--- src/rtl/brc_pkg.sv ---
package brc_pkg;
    localparam int RATE_W    = 2;
    localparam int MAX_SHIFT = (1 << RATE_W) - 1;

    typedef enum logic [1:0] {
        ST_IDLE  = 2'd0,
        ST_TRAIN = 2'd1,
        ST_TRACK = 2'd2
    } brc_state_t;
endpackage

--- src/rtl/brc_tick_gen.sv ---
module brc_tick_gen
    import brc_pkg::*;
#(
    parameter int BASE_DIV = 407
) (
    input  logic              clk,
    input  logic              rst,
    input  logic [RATE_W-1:0] rate_sel,
    input  logic              restart,
    output logic              tick_o
);
    localparam int DIV_W = $clog2((BASE_DIV << MAX_SHIFT) + 1);

    logic [RATE_W-1:0] rate_q;
    logic [DIV_W-1:0]  div_q;
    logic [DIV_W-1:0]  lim;

    always_ff @(posedge clk) begin
        if (rst) rate_q <= rate_sel;
    end

    always_comb lim = DIV_W'((BASE_DIV << (MAX_SHIFT - int'(rate_q))) - 1);
    assign tick_o = (div_q == lim);

    always_ff @(posedge clk) begin
        if (rst || restart) div_q <= '0;
        else if (tick_o)    div_q <= '0;
        else                div_q <= div_q + 1'b1;
    end


    rate_hold_chk: assert property (@(posedge clk) disable iff (rst)
        !rst |=> $stable(rate_q));
endmodule

--- src/rtl/brc_in_sync.sv ---
module brc_in_sync (
    input  logic clk,
    input  logic rst,
    input  logic din,
    output logic bit_o,
    output logic edge_o
);
    logic s1_q, s2_q, last_q;

    always_ff @(posedge clk) begin
        if (rst) begin
            s1_q   <= 1'b0;
            s2_q   <= 1'b0;
            last_q <= 1'b0;
        end else begin
            s1_q   <= din;
            s2_q   <= s1_q;
            last_q <= s2_q;
        end
    end

    assign bit_o  = s2_q;
    assign edge_o = s2_q ^ last_q;
endmodule

--- src/rtl/brc_phase_track.sv ---
module brc_phase_track #(
    parameter int OSR       = 16,
    parameter int STROBE_PT = OSR / 2
) (
    input  logic clk,
    input  logic rst,
    input  logic clr,
    input  logic tick,
    input  logic edge_i,
    input  logic run,
    input  logic track,
    output logic hit_o
);
    localparam int PH_W = $clog2(OSR);
    localparam int HALF = OSR / 2;

    logic [PH_W-1:0] ph_q;
    logic [PH_W:0]   adv;
    logic [1:0]      pend_q, pend_n;   // 00 none, 01 advance extra, 11 hold
    logic [1:0]      lean_q, lean_n;   // same code: direction of last error
    logic [1:0]      err_dir;          // 01 early edge, 11 late edge, 00 centred

    always_comb begin
        unique case (pend_q)
            2'b01:   adv = {1'b0, ph_q} + (PH_W+1)'(2);
            2'b11:   adv = {1'b0, ph_q};
            default: adv = {1'b0, ph_q} + (PH_W+1)'(1);
        endcase
    end

    assign hit_o = tick && run && (int'(ph_q) < STROBE_PT) && (int'(adv) >= STROBE_PT);

    always_comb begin
        if (ph_q == '0)              err_dir = 2'b00;
        else if (int'(ph_q) < HALF)  err_dir = 2'b11;
        else                         err_dir = 2'b01;
    end

    always_comb begin
        pend_n = tick ? 2'b00 : pend_q;
        lean_n = lean_q;
        if (edge_i && run) begin
            if (!track) begin
                pend_n = err_dir;
                lean_n = 2'b00;
            end else if (err_dir == 2'b00) begin
                lean_n = 2'b00;
            end else if (lean_q == err_dir) begin
                pend_n = err_dir;
                lean_n = 2'b00;
            end else begin
                lean_n = err_dir;
            end
        end
    end

    always_ff @(posedge clk) begin
        if (rst || clr) begin
            ph_q   <= '0;
            pend_q <= 2'b00;
            lean_q <= 2'b00;
        end else begin
            if (tick) ph_q <= (int'(adv) >= OSR) ? PH_W'(int'(adv) - OSR) : PH_W'(adv);
            pend_q <= pend_n;
            lean_q <= lean_n;
        end
    end


    phase_step_chk: assert property (@(posedge clk) disable iff (rst)
        (tick && !clr) |=> (PH_W'(ph_q - $past(ph_q)) <= PH_W'(2)));

    phase_still_chk: assert property (@(posedge clk) disable iff (rst)
        (!tick && !clr) |=> $stable(ph_q));
endmodule

--- src/rtl/bit_clock_recovery.sv ---
module bit_clock_recovery
    import brc_pkg::*;
#(
    parameter int BASE_DIV    = 407,
    parameter int OSR         = 16,
    parameter int TRAIN_EDGES = 8
) (
    input  logic       clk,
    input  logic       rst,
    input  logic       din,
    input  logic [1:0] rate_sel,
    input  logic       arm,
    output logic       strobe_o,
    output logic       data_bit_o
);
    localparam int CNT_W = $clog2(TRAIN_EDGES + 1);

    brc_state_t state_q, state_n;
    logic [CNT_W-1:0] edges_q;
    logic tick, sbit, sedge, hit;
    logic strobe_q, data_q;

    brc_tick_gen #(.BASE_DIV(BASE_DIV)) u_tick (
        .clk(clk), .rst(rst), .rate_sel(rate_sel), .restart(arm), .tick_o(tick));

    brc_in_sync u_sync (
        .clk(clk), .rst(rst), .din(din), .bit_o(sbit), .edge_o(sedge));

    brc_phase_track #(.OSR(OSR)) u_phase (
        .clk(clk), .rst(rst), .clr(arm), .tick(tick), .edge_i(sedge),
        .run(state_q != ST_IDLE), .track(state_q == ST_TRACK), .hit_o(hit));

    // state register
    always_ff @(posedge clk) begin
        if (rst) state_q <= ST_IDLE;
        else     state_q <= state_n;
    end

    always_comb begin
        state_n = state_q;
        unique case (state_q)
            ST_IDLE:  if (arm) state_n = ST_TRAIN;
            ST_TRAIN: if (arm) state_n = ST_TRAIN;
                      else if (sedge && int'(edges_q) == TRAIN_EDGES - 1) state_n = ST_TRACK;
            ST_TRACK: if (arm) state_n = ST_TRAIN;
            default:  state_n = ST_IDLE;
        endcase
    end

    always_ff @(posedge clk) begin
        if (rst || arm)                        edges_q <= '0;
        else if (state_q == ST_TRAIN && sedge) edges_q <= edges_q + 1'b1;
    end

    // outputs
    always_ff @(posedge clk) begin
        if (rst) begin
            strobe_q <= 1'b0;
            data_q   <= 1'b0;
        end else if (arm) begin
            strobe_q <= 1'b0;
        end else begin
            strobe_q <= hit;
            if (hit) data_q <= sbit;
        end
    end

    assign strobe_o   = strobe_q;
    assign data_bit_o = data_q;


    idle_quiet_chk: assert property (@(posedge clk) disable iff (rst)
        (state_q == ST_IDLE) |=> !strobe_o);

    strobe_pulse_chk: assert property (@(posedge clk) disable iff (rst)
        strobe_o |=> !strobe_o);

    data_hold_chk: assert property (@(posedge clk) disable iff (rst)
        !strobe_o |-> $stable(data_bit_o));

    track_entry_chk: assert property (@(posedge clk) disable iff (rst)
        (state_q == ST_TRACK) |-> ($past(state_q) != ST_IDLE));
endmodule

--- config.mk ---
export PLATFORM = sky130hd
export DESIGN_NAME = bit_clock_recovery
export DESIGN_NICKNAME = d
export VERILOG_FILES = /design/src/rtl/brc_pkg.sv /design/src/rtl/brc_tick_gen.sv /design/src/rtl/brc_in_sync.sv /design/src/rtl/brc_phase_track.sv /design/src/rtl/bit_clock_recovery.sv
export SDC_FILE = /design/constraint.sdc
export NUM_CORES = 1
export LEC_CHECK = 0
export ABC_AREA = 0
export BUFFER_PORTS_ARGS = -buffer_cell sky130_fd_sc_hd__buf_2
export CAP_MARGIN = 15
export CORE_AREA = 2 2 56 58
export DETAILED_ROUTE_END_ITERATION = 8
export DIE_AREA = 0 0 58 60
export PLACE_DENSITY = 0.79
export SLEW_MARGIN = 30
export SYNTH_ARGS = -nofsm -noshare
export SYNTH_HDL_FRONTEND = slang
export SYNTH_HIERARCHICAL = 1
export SYNTH_SLANG_ARGS = --single-unit
--- constraint.sdc ---
create_clock -name clk -period 7 [get_ports clk]
set_clock_uncertainty 0.05 [all_clocks]
set_input_delay 0.7 -clock clk [delete_from_list [all_inputs] [get_ports clk]]
set_output_delay 0.7 -clock clk [all_outputs]
set_load 0.005 [all_outputs]
==> reports/qor.txt, run 1 <==
Setup crit start kind = flip-flop
Total Routed Length = 3.446 mm
Metal3 WL = 114 um
Clock net sink count = 33
Wire length on met1 = 1.429 mm
RSZ-0062 raised after global routing = false
Total CTS buffers = 5
R2r setup slk = 4.13 ns
Avg WL per Cell = 15.18 um
Hold WC Path Type = flip-flop to flip-flop
N_diodes = 0
Synth unique cells = 44
Synthesized instance count = 183
Cts hold-fix bufs = 0
PD cells = 177.6 nW/um2
Htree depth = 2
Clock Root Buffer = clkbuf_4
Share of cells above drive strength 1 = 12.37%
Initial antenna violation count = 0
Switching pwr = 0.00007904 W
Initial DRC count = 42
Crit path capture type = flip-flop
Final Max Tran Viols = 0
CTS tree = done
Worst hold path depth = 1
Clk pwr share = 33.8%
Die area = 3480 um2
Starting Density = 60.04%
Ys async rst share = 0%
CTS clock-pin slew for the worst setup and hold paths = 0.10 ns
Synth top area cells = dfxtp_1 36%, ha_1 8.6%, xnor2_1 7.0%, nor4_1 4.3%, xor2_1 3.5%
Worst Hold Endpoint = u_sync/bit_o
Top-area cell type share of the netlist area = 35.61%
Hold Startpoint = u_sync/s1_q
Leak = 0.6729 nW
Number of antenna-violating nets in the routed design = 0
First-pass GRT wire length = 5.761 mm
Post-synthesis sequential area ratio = 39.05%
Max frequency = 348.0 MHz
Maximum vdd drop = 0.0001843 V
Gr ovfl total = 0
Worst flop-to-flop path endpoint = data_bit_o
Clk_lat worst skew = 0.34 ns
Kind of cell adding the most delay to the critical path = simple AND/OR/NAND/NOR gates
Ports = 8
Fin. Hold Viols = 0
Post-synth EDFFs = 2
Most common cell in the netlist = dfxtp_1
Fin crit share = 41.06%
Comb power frac = 6.7%
Drt first pass iters = 4
Remaining DRCs = 0
Synth Net Count = 201
Critical R2R Launch = u_tick/rate_q[0]
Largest net degree at the start of global routing = 27
Status = complete, no violations
Fin crit period = 2.874 ns
Post-layout nets = 211
Clock tree buffer depth = 2
Vias in the first global route = 1,324
Worst Setup SP = u_tick/rate_q[0]
Row Count = 20
Max-slew headroom at the worst pin = 64.19%
Actual slew at the worst max-slew pin = 0.5353 ns
Gr usage total = 22.41%
Crit path buffers/inverters = 2
Leading cell types by count after synthesis = 31 x dfxtp_1, 14 x xnor2_1, 12 x ha_1, 12 x nor4_1, 10 x inv_1
Die Width = 58 um
PortBufs = 7
CP max stage delay = 0.49 ns
Area growth, synth to finish = 6.676%
Via count = 1,343
Critical path's slowest cell = edfxtp_1
Mapped Area = 1743 um2
Switching share of power = 23.94%
Final setup violation count = 0
Cts repair resizes = 0
Synthesis-stage register bit count = 33
DR vias/cell = 5.916
Total power = 0.0003302 W
CP required = 7.17 ns
Crit path max fanout = 18
Cell Chain, Critical Path = inv_1 > ha_1 > nor4b_2 > o22ai_1 > nor4_2 > buf_4 > o2111ai_1 > nor3b_1 > nor2b_1 > mux2i_1 > nor2_1
WL met2 = 1.836 mm
Synth warnings = 6
Max_cap viols = 0
# Post-CTS Setup Buffers = 0
Die Height = 60 um
Seq pwr share = 59.5%
WS Path Type = flip-flop to flip-flop
Worst r2r path cells = 11
DR top layer = met4
Area leader, netlist = dfxtp_1
Final HPWL DP = 2.448 mm
RD Place Congestion = 0.8185
Top FF cell, synth = dfxtp_1
Syn Area/Cell = 9.524 um2
Int Power = 0.0002512 W
Worst EP arrival = 3.05 ns
Total core area = 2903 um2
Setup TNS = 0 ns
-- layout make-up --
class | count | area (um2)
inverter | 10 | 37.54
tap | 33 | 41.29
sequential | 33 | 680.7
clock buffer | 8 | 58.81
multi-input combinational | 135 | 998.5
fill | 238 | 1044
timing repair buffer | 8 | 42.54
-- metal layers --
metal / up-vias / global-route usage (%)
met3: 5 / 6.061
met2: 20 / 40.91
met1: 640 / 23.78
li1: 678 / -
met5: - / 0
met4: 0 / 10.96
-- worst max-delay path by stage --
stage                  to  cells past startpoint
6_report       data_bit_o                     11
3_5_place_dp   data_bit_o                     11
3_3_place_gp   data_bit_o                     11
4_1_cts        data_bit_o                     11
5_1_grt        data_bit_o                     11
2_1_floorplan  data_bit_o                     11
-- per-stage QoR --
stage / util, % / setup WS (ns) / hold WS (ns) / cells / area (um2)
global route: 64.05 / 3.967 / 0.4382 / 227 / 1859
finish: 64.05 / 4.126 / 0.4016 / 227 / 1859
floorplan: - / 4.307 / 0.3638 / 183 / 1743
CTS: 64.05 / 4.115 / 0.4071 / 227 / 1859
global placement: 62.03 / 4.296 / 0.3760 / 219 / 1800
detailed placement: 62.03 / 4.127 / 0.3860 / 219 / 1800
-- state kept, by name (all words and copies together) (netlist names) --
| signal | count |
|---|---|
| u_tick/div_q | 12 |
| edges_q | 4 |
| u_tick/rate_q | 2 |
| u_sync/last_q | 1 |
| strobe_o | 1 |
| u_phase/lean_q | 2 |
| data_bit_o | 1 |
| state_q | 2 |
| u_phase/ph_q | 4 |
| u_phase/pend_q | 2 |
| u_sync/s1_q | 1 |
| u_sync/bit_o | 1 |
-- layout by cell type (no fill, tap or decap), types with 3 or more instances in the layout --
master / netlist / final
xnor2_1: 14 / 14
nand2_1: 9 / 9
nor3b_1: 3 / 3
nor2_1: 9 / 9
nand4b_1: 3 / 3
ha_1: 12 / 12
inv_1: 10 / 10
a21oi_1: 8 / 8
nand3_1: 7 / 7
nor3_1: 6 / 6
o21ai_0: 4 / 4
buf_2: 0 / 7
nor4_1: 12 / 12
clkbuf_4: 0 / 5
dfxtp_1: 31 / 31
nor2b_1: 6 / 6
xor2_1: 7 / 7
-- power by group through the flow --
stage / Combinational (W) / Sequential (W) / Clock, W
after floorplan: 0.0000161 / 0.000200 / 0
after global placement: 0.0000205 / 0.000201 / 0
after detailed placement: 0.0000221 / 0.000201 / 0
after CTS: 0.0000222 / 0.000197 / 0.000117
after global routing: 0.0000248 / 0.000197 / 0.000122
final: 0.0000221 / 0.000197 / 0.000111
-- cell families after synthesis --
group,count (synthesis),synth area share (%)
fa+ha+maj,12,8.614
buf+inv,15,3.661
mux,2,1.149
xor+xnor,21,10.55
simple gates,76,27.35
flops,33,39.05
compound gates,24,9.620
(Power assumes the default switching activity.)
==> run 2: changes to the inputs <==
--- a/config.mk
+++ b/config.mk
@@ -8,10 +8,10 @@
 export ABC_AREA = 0
 export BUFFER_PORTS_ARGS = -buffer_cell sky130_fd_sc_hd__buf_2
 export CAP_MARGIN = 15
-export CORE_AREA = 2 2 56 58
+export CORE_AREA = 2 2 57 59
 export DETAILED_ROUTE_END_ITERATION = 8
-export DIE_AREA = 0 0 58 60
-export PLACE_DENSITY = 0.79
+export DIE_AREA = 0 0 59 61
+export PLACE_DENSITY = 0.77
 export SLEW_MARGIN = 30
 export SYNTH_ARGS = -nofsm -noshare
 export SYNTH_HDL_FRONTEND = slang
==> constraint.sdc (replaced) <==
create_clock -name clk -period 2.75 [get_ports clk]
set_clock_uncertainty 0.05 [all_clocks]
set_input_delay 0.275 -clock clk [delete_from_list [all_inputs] [get_ports clk]]
set_output_delay 0.275 -clock clk [all_outputs]
set_load 0.005 [all_outputs]
==> reports/qor.txt, run 2 (synthesized netlist as in run 1, its figures left out) <==
CTS clock-pin slew for the worst setup and hold paths = 0.10 ns (about the same)
Leak = 0.6860 nW (+1.9%)
Htree depth = 2 (unchanged)
Commonest non-fill, non-tap cell in the layout = dfxtp_1
Gr ovfl total = 0 (unchanged)
Fin crit period = 2.508 ns (-0.3661 ns)
Final Max Tran Viols = 0 (unchanged)
Worst flop-to-flop path endpoint = u_phase/ph_q[0]
Crit path capture type = flip-flop
Share of cells above drive strength 1 = 16.24% (+3.9 points)
Post-Route Utilization = 64.11% (about the same)
Die area = 3599 um2 (+3.4%)
N_diodes = 0 (unchanged)
Worst hold path depth = 1 (unchanged)
Maximum vdd drop = 0.0002919 V (+58%)
CTS tree = done
Max-slew headroom at the worst pin = 66.73% (+2.5 points)
Most frequent cells in the layout = 31 x dfxtp_1, 14 x xnor2_1, 12 x ha_1, 12 x nor4_1
PD cells = 435.6 nW/um2 (+150%)
Fin. Hold Viols = 0 (unchanged)
Starting Density = 59.03% (-1.0 points)
R2r setup slk = 0.24 ns (-3.88 ns)
RD Place Congestion = 0.8338 (+1.9%)
Final HPWL DP = 2.353 mm (-3.9%)
Setup WS post-layout = 0.2421 ns (-3.884 ns)
Area of the multi-input gates = 1017 um2 (+1.9%)
Dpl cell area = 1815 um2 (+0.83%)
Largest registers = u_tick/div_q (12), edges_q (4), u_phase/ph_q (4)
Hold WC Path Type = primary input to flip-flop
Biggest register = u_tick/div_q
First-pass GRT wire length = 5.582 mm (-3.1%)
Worst EP arrival = 2.74 ns (-0.31 ns)
Vias in the first global route = 1,206 (-8.9%)
Clock Root Buffer = clkbuf_4
Max_cap viols = 0 (unchanged)
Initial DRC count = 55 (+31%)
Max frequency = 398.7 MHz (+15%)
Final setup violation count = 0 (unchanged)
Die Width = 59 um (+1.7%)
Worst r2r path cells = 9 (-2)
Cell area after layout = 1893 um2 (+1.8%)
Avg WL per Cell = 14.57 um (-4.1%)
Hold Startpoint = rate_sel[0]
Fin crit share = 91.20% (+50 points)
Total Routed Length = 3.350 mm (-2.8%)
Die Height = 61 um (+1.7%)
Number of antenna-violating nets in the routed design = 0 (unchanged)
Via count = 1,367 (+1.8%)
Remaining DRCs = 0 (unchanged)
Clock tree buffer depth = 2 (unchanged)
Ports = 8 (unchanged)
Total core area = 2953 um2 (+1.7%)
Crit path max fanout = 17 (-1)
Max reg flops = 12 (unchanged)
Total CTS buffers = 5 (unchanged)
Gr usage total = 21.34% (-1.1 points)
Largest net degree at the start of global routing = 27 (unchanged)
Fillers = 259 (+8.8%)
Critical R2R Launch = u_tick/rate_q[0]
Row Count = 20 (unchanged)
Setup crit start kind = flip-flop
PortBufs = 7 (unchanged)
Clk_lat worst skew = 0.34 ns (about the same)
Post-layout nets = 214 (+1.4%)
RSZ-0062 raised after global routing = true
Area growth, synth to finish = 8.615%
Actual slew at the worst max-slew pin = 0.4973 ns (-0.03801 ns)
Clock net sink count = 33 (unchanged)
Drt first pass iters = 4 (unchanged)
Status = complete, no violations
DR vias/cell = 5.943 (+0.46%)
CP required = 2.98 ns (-4.19 ns)
Total power = 0.0008246 W (+150%)
Worst Hold Endpoint = u_tick/rate_q[0]
Reg area = 680.7 um2 (unchanged)
Initial antenna violation count = 0 (unchanged)
Worst slack at placement = 0.1984 ns (-3.929 ns)
WS Path Type = flip-flop to flip-flop
run 2: worst max path at each step:
stage / startpoint / to / slack [ns] / depth (start not counted)
finish: u_tick/rate_q[0] / u_phase/ph_q[0] / 0.24 / 9
global route: u_tick/rate_q[0] / u_phase/ph_q[0] / -0.01 / 9
CTS: u_tick/rate_q[1] / data_bit_o / 0.16 / 10
detailed placement: u_tick/rate_q[1] / data_bit_o / 0.20 / 10
global placement: u_tick/rate_q[1] / data_bit_o / 0.34 / 10
floorplan: u_tick/rate_q[0] / data_bit_o / 0.06 / 11
run 2: area by class of cell:
class | instances | share of cell area [%]
multi-input cells | 135 | 53.73
flip-flops and latches | 33 | 35.95
clock buffers | 6 | 2.181
repair buffers | 11 | 3.437
clock inverters | 2 | 0.5287
well taps | 33 | 2.181
inverters | 10 | 1.983
run 2: worst max-delay path, cell delays in order, from the launching register on:
cell      delay [ns]
edfxtp_1        0.42
inv_1           0.13
ha_1            0.26
nor4b_2         0.21
o22ai_1         0.13
nor4_2          0.34
buf_4           0.29
inv_1           0.11
or3_1           0.35
a21oi_1         0.14
run 2: layer usage:
layer	vias up	routed length (um)	part of all wire (%)	GRT usage [%]
met2	16	1621	48	34.92
met4	0	53	1.6	7.792
met3	6	120	3.6	6.610
met5	-	0	0	0
li1	690	-	-	-
met1	655	1554	46	26.66
run 2: per-stage QoR:
stage                     hold slack [ns]   TNS, ns  instances
after floorplan                    0.2966         0        183
after global placement             0.3731         0        221
after detailed placement           0.3828         0        221
after CTS                         0.04732         0        229
after global routing              0.03712  -0.01201        230
final                             0.05404         0        230
run 2: where the power goes:
group / switching [W] / total (W) / internal, W
Combinational: 0.0000359 / 0.0000618 / 0.0000258
Sequential: 0.00000839 / 0.000499 / 0.000490
Clock: 0.000167 / 0.000264 / 0.0000973
run 2: what timing repair did:
| action | CTS | global route |
|---|---|---|
| hold endpoints to repair | 0 | 0 |
| endpoints found under the setup margin | 0 | 3 |
| setup buffers | 0 | 1 |
| resized for setup | 0 | 5 |
| hold buffers | 0 | 0 |
==> run 3: changes to the inputs <==
--- a/config.mk
+++ b/config.mk
@@ -8,10 +8,11 @@
 export ABC_AREA = 0
 export BUFFER_PORTS_ARGS = -buffer_cell sky130_fd_sc_hd__buf_2
 export CAP_MARGIN = 15
-export CORE_AREA = 2 2 57 59
+export CORE_AREA = 2 2 42 82
+export CTS_CLUSTER_SIZE = 14
 export DETAILED_ROUTE_END_ITERATION = 8
-export DIE_AREA = 0 0 59 61
-export PLACE_DENSITY = 0.77
+export DIE_AREA = 0 0 44 84
+export PLACE_DENSITY = 0.74
 export SLEW_MARGIN = 30
 export SYNTH_ARGS = -nofsm -noshare
 export SYNTH_HDL_FRONTEND = slang
==> reports/qor.txt, run 3 (synthesized netlist as in run 1, its figures left out) <==
Die area = 3696 um2 (+2.7%)
Avg WL per Cell = 15.94 um (+9.4%)
Maximum vdd drop = 0.0003985 V (+37%)
Fin crit period = 2.475 ns (-0.03295 ns)
Die Height = 84 um (+38%)
Final setup violation count = 0 (unchanged)
DR vias/cell = 6.215 (+4.6%)
CP required = 2.86 ns (-0.12 ns)
Max reg flops = 12 (unchanged)
Hold WC Path Type = primary input to flip-flop
Comb power frac = 7.0% (-0.5 points)
Critical path's slowest cell = edfxtp_1
Clock net sink count = 33 (unchanged)
Largest registers = u_tick/div_q (12), edges_q (4), u_phase/ph_q (4)
Setup TNS = 0 ns (unchanged)
Number of antenna-violating nets in the routed design = 0 (unchanged)
Worst r2r path cells = 10 (+1)
Most frequent cells in the layout = 31 x dfxtp_1, 14 x xnor2_1, 12 x ha_1, 12 x nor4_1, 10 x inv_1
Crit path max fanout = 5 (-12)
Final HPWL DP = 2.662 mm (+13%)
PortBufs = 7 (unchanged)
Switching pwr = 0.0002229 W (+5.4%)
Max_cap viols = 0 (unchanged)
Cells after DPL = 220 (-0.45%)
Via count = 1,417 (+3.7%)
Leak = 0.7007 nW (+2.1%)
Crit path capture type = flip-flop
CP max stage delay = 0.39 ns (-0.03 ns)
Int Power = 0.0007219 W (+18%)
Die Width = 44 um (-25%)
Seq pwr share = 52.7% (-7.8 points)
PD cells = 494.5 nW/um2 (+14%)
Row Count = 29 (+45%)
Worst Setup SP = u_tick/rate_q[0]
Htree depth = 2 (unchanged)
WS Path Type = flip-flop to flip-flop
Fin. Hold Viols = 0 (unchanged)
# Post-CTS Setup Buffers = 0 (unchanged)
R2r setup slk = 0.28 ns (+0.03 ns)
Clk_lat worst skew = 0.29 ns (-0.05 ns)
Total core area = 3120 um2 (+5.7%)
Gr ovfl total = 0 (unchanged)
Initial antenna violation count = 0 (unchanged)
Area growth, synth to finish = 9.619%
Worst EP arrival = 2.59 ns (-0.15 ns)
RSZ-0062 raised after global routing = false
Critical R2R Launch = u_tick/rate_q[0]
Clock Root Buffer = clkbuf_8
Vias in the first global route = 1,421 (+18%)
Total Routed Length = 3.634 mm (+8.5%)
Ports = 8 (unchanged)
Initial DRC count = 39 (-29%)
Setup crit start kind = flip-flop
Fin crit share = 90.00% (-1.2 points)
Total CTS buffers = 5 (unchanged)
CTS tree = done
Post-layout nets = 214 (unchanged)
Setup crit end = data_bit_o
Gr usage total = 22.02% (+0.68 points)
Biggest register = u_tick/div_q
RD Place Congestion = 0.8248 (-1.1%)
Remaining DRCs = 0 (unchanged)
Non-filler instance count after layout = 228 (-0.87%)
Cts repair resizes = 0 (unchanged)
CTS clock-pin slew for the worst setup and hold paths = 0.07 ns (-0.03 ns)
Final Max Tran Viols = 0 (unchanged)
Cts hold-fix bufs = 0 (unchanged)
Starting Density = 55.85% (-3.2 points)
Max-slew headroom at the worst pin = 66.87% (+0.14 points)
Clk pwr share = 40.3% (+8.3 points)
Share of cells above drive strength 1 = 13.71% (-2.5 points)
Total power = 0.0009448 W (+15%)
Largest net degree at the start of global routing = 27 (unchanged)
Actual slew at the worst max-slew pin = 0.4969 ns (-0.0004262 ns)
Commonest non-fill, non-tap cell in the layout = dfxtp_1
Clock tree buffer depth = 2 (unchanged)
Cell Chain, Critical Path = buf_4 > ha_1 > nand4b_1 > xnor2_1 > nor4_2 > o2111ai_1 > nor3b_1 > nor2b_1 > mux2i_1 > nor2_1
N_diodes = 0 (unchanged)
Drt first pass iters = 4 (unchanged)
Status = complete, no violations
First-pass GRT wire length = 6.141 mm (+10%)
Switching share of power = 23.59% (-2.0 points)
Worst flop-to-flop path endpoint = data_bit_o
Max frequency = 404.1 MHz (+1.3%)
## run 3: power groups by stage
stage | clock network [W] | registers, W | logic (W)
after global placement | 0 | 0.000508 | 0.0000606
after detailed placement | 0 | 0.000509 | 0.0000653
final | 0.000381 | 0.000498 | 0.0000661
after floorplan | 0 | 0.000509 | 0.0000411
after CTS | 0.000383 | 0.000498 | 0.0000661
after global routing | 0.000407 | 0.000499 | 0.0000719
## run 3: worst min path at each step
stage	from	to	slack [ns]	depth (start not counted)
final	rate_sel[1]	u_tick/rate_q[1]	0.10	1
after CTS	rate_sel[1]	u_tick/rate_q[1]	0.10	1
after floorplan	rst	u_sync/bit_o	0.30	1
after global placement	u_sync/s1_q	u_sync/bit_o	0.38	1
after global routing	rate_sel[1]	u_tick/rate_q[1]	0.11	1
after detailed placement	u_sync/s1_q	u_sync/bit_o	0.38	1
## run 3: worst max-delay path: cells and delay by family, from the launching register on
family                     cells  cell delay [ns]
xor gates and xnor gates       1             0.16
AOI/OAI and AO/OA              1             0.21
buffers and inverters          1             0.17
adders and majority gates      1             0.22
DFF                            1             0.39
muxes                          1             0.20
and+or+nand+nor                5             0.95
## run 3: layout make-up
type | instances | area (um2)
Fill cell | 265 | 1210
Multi-Input combinational cell | 135 | 998.5
Sequential cell | 33 | 680.7
Clock buffer | 8 | 90.09
Timing Repair Buffer | 11 | 65.06
Tap cell | 31 | 38.79
Inverter | 10 | 37.54
## run 3: per-layer routing
metal	global-route usage (%)	up-vias	share of wire, %
met5	0	-	0
met4	12.12	0	2.8
met3	4.113	12	3.4
met2	40.51	41	58
met1	21.15	681	36
li1	-	683	-
## run 3: stage by stage
stage | hold WS, ns | setup WS, ns | util, % | area, um2
6_report | 0.1039 | 0.2751 | 61.23 | 1911
5_1_grt | 0.1105 | 0.03157 | 61.23 | 1911
4_1_cts | 0.1021 | 0.1351 | 61.23 | 1911
3_5_place_dp | 0.3831 | 0.1497 | 58.34 | 1821
3_3_place_gp | 0.3795 | 0.3188 | 58.34 | 1821
2_1_floorplan | 0.2966 | 0.05741 | - | 1743
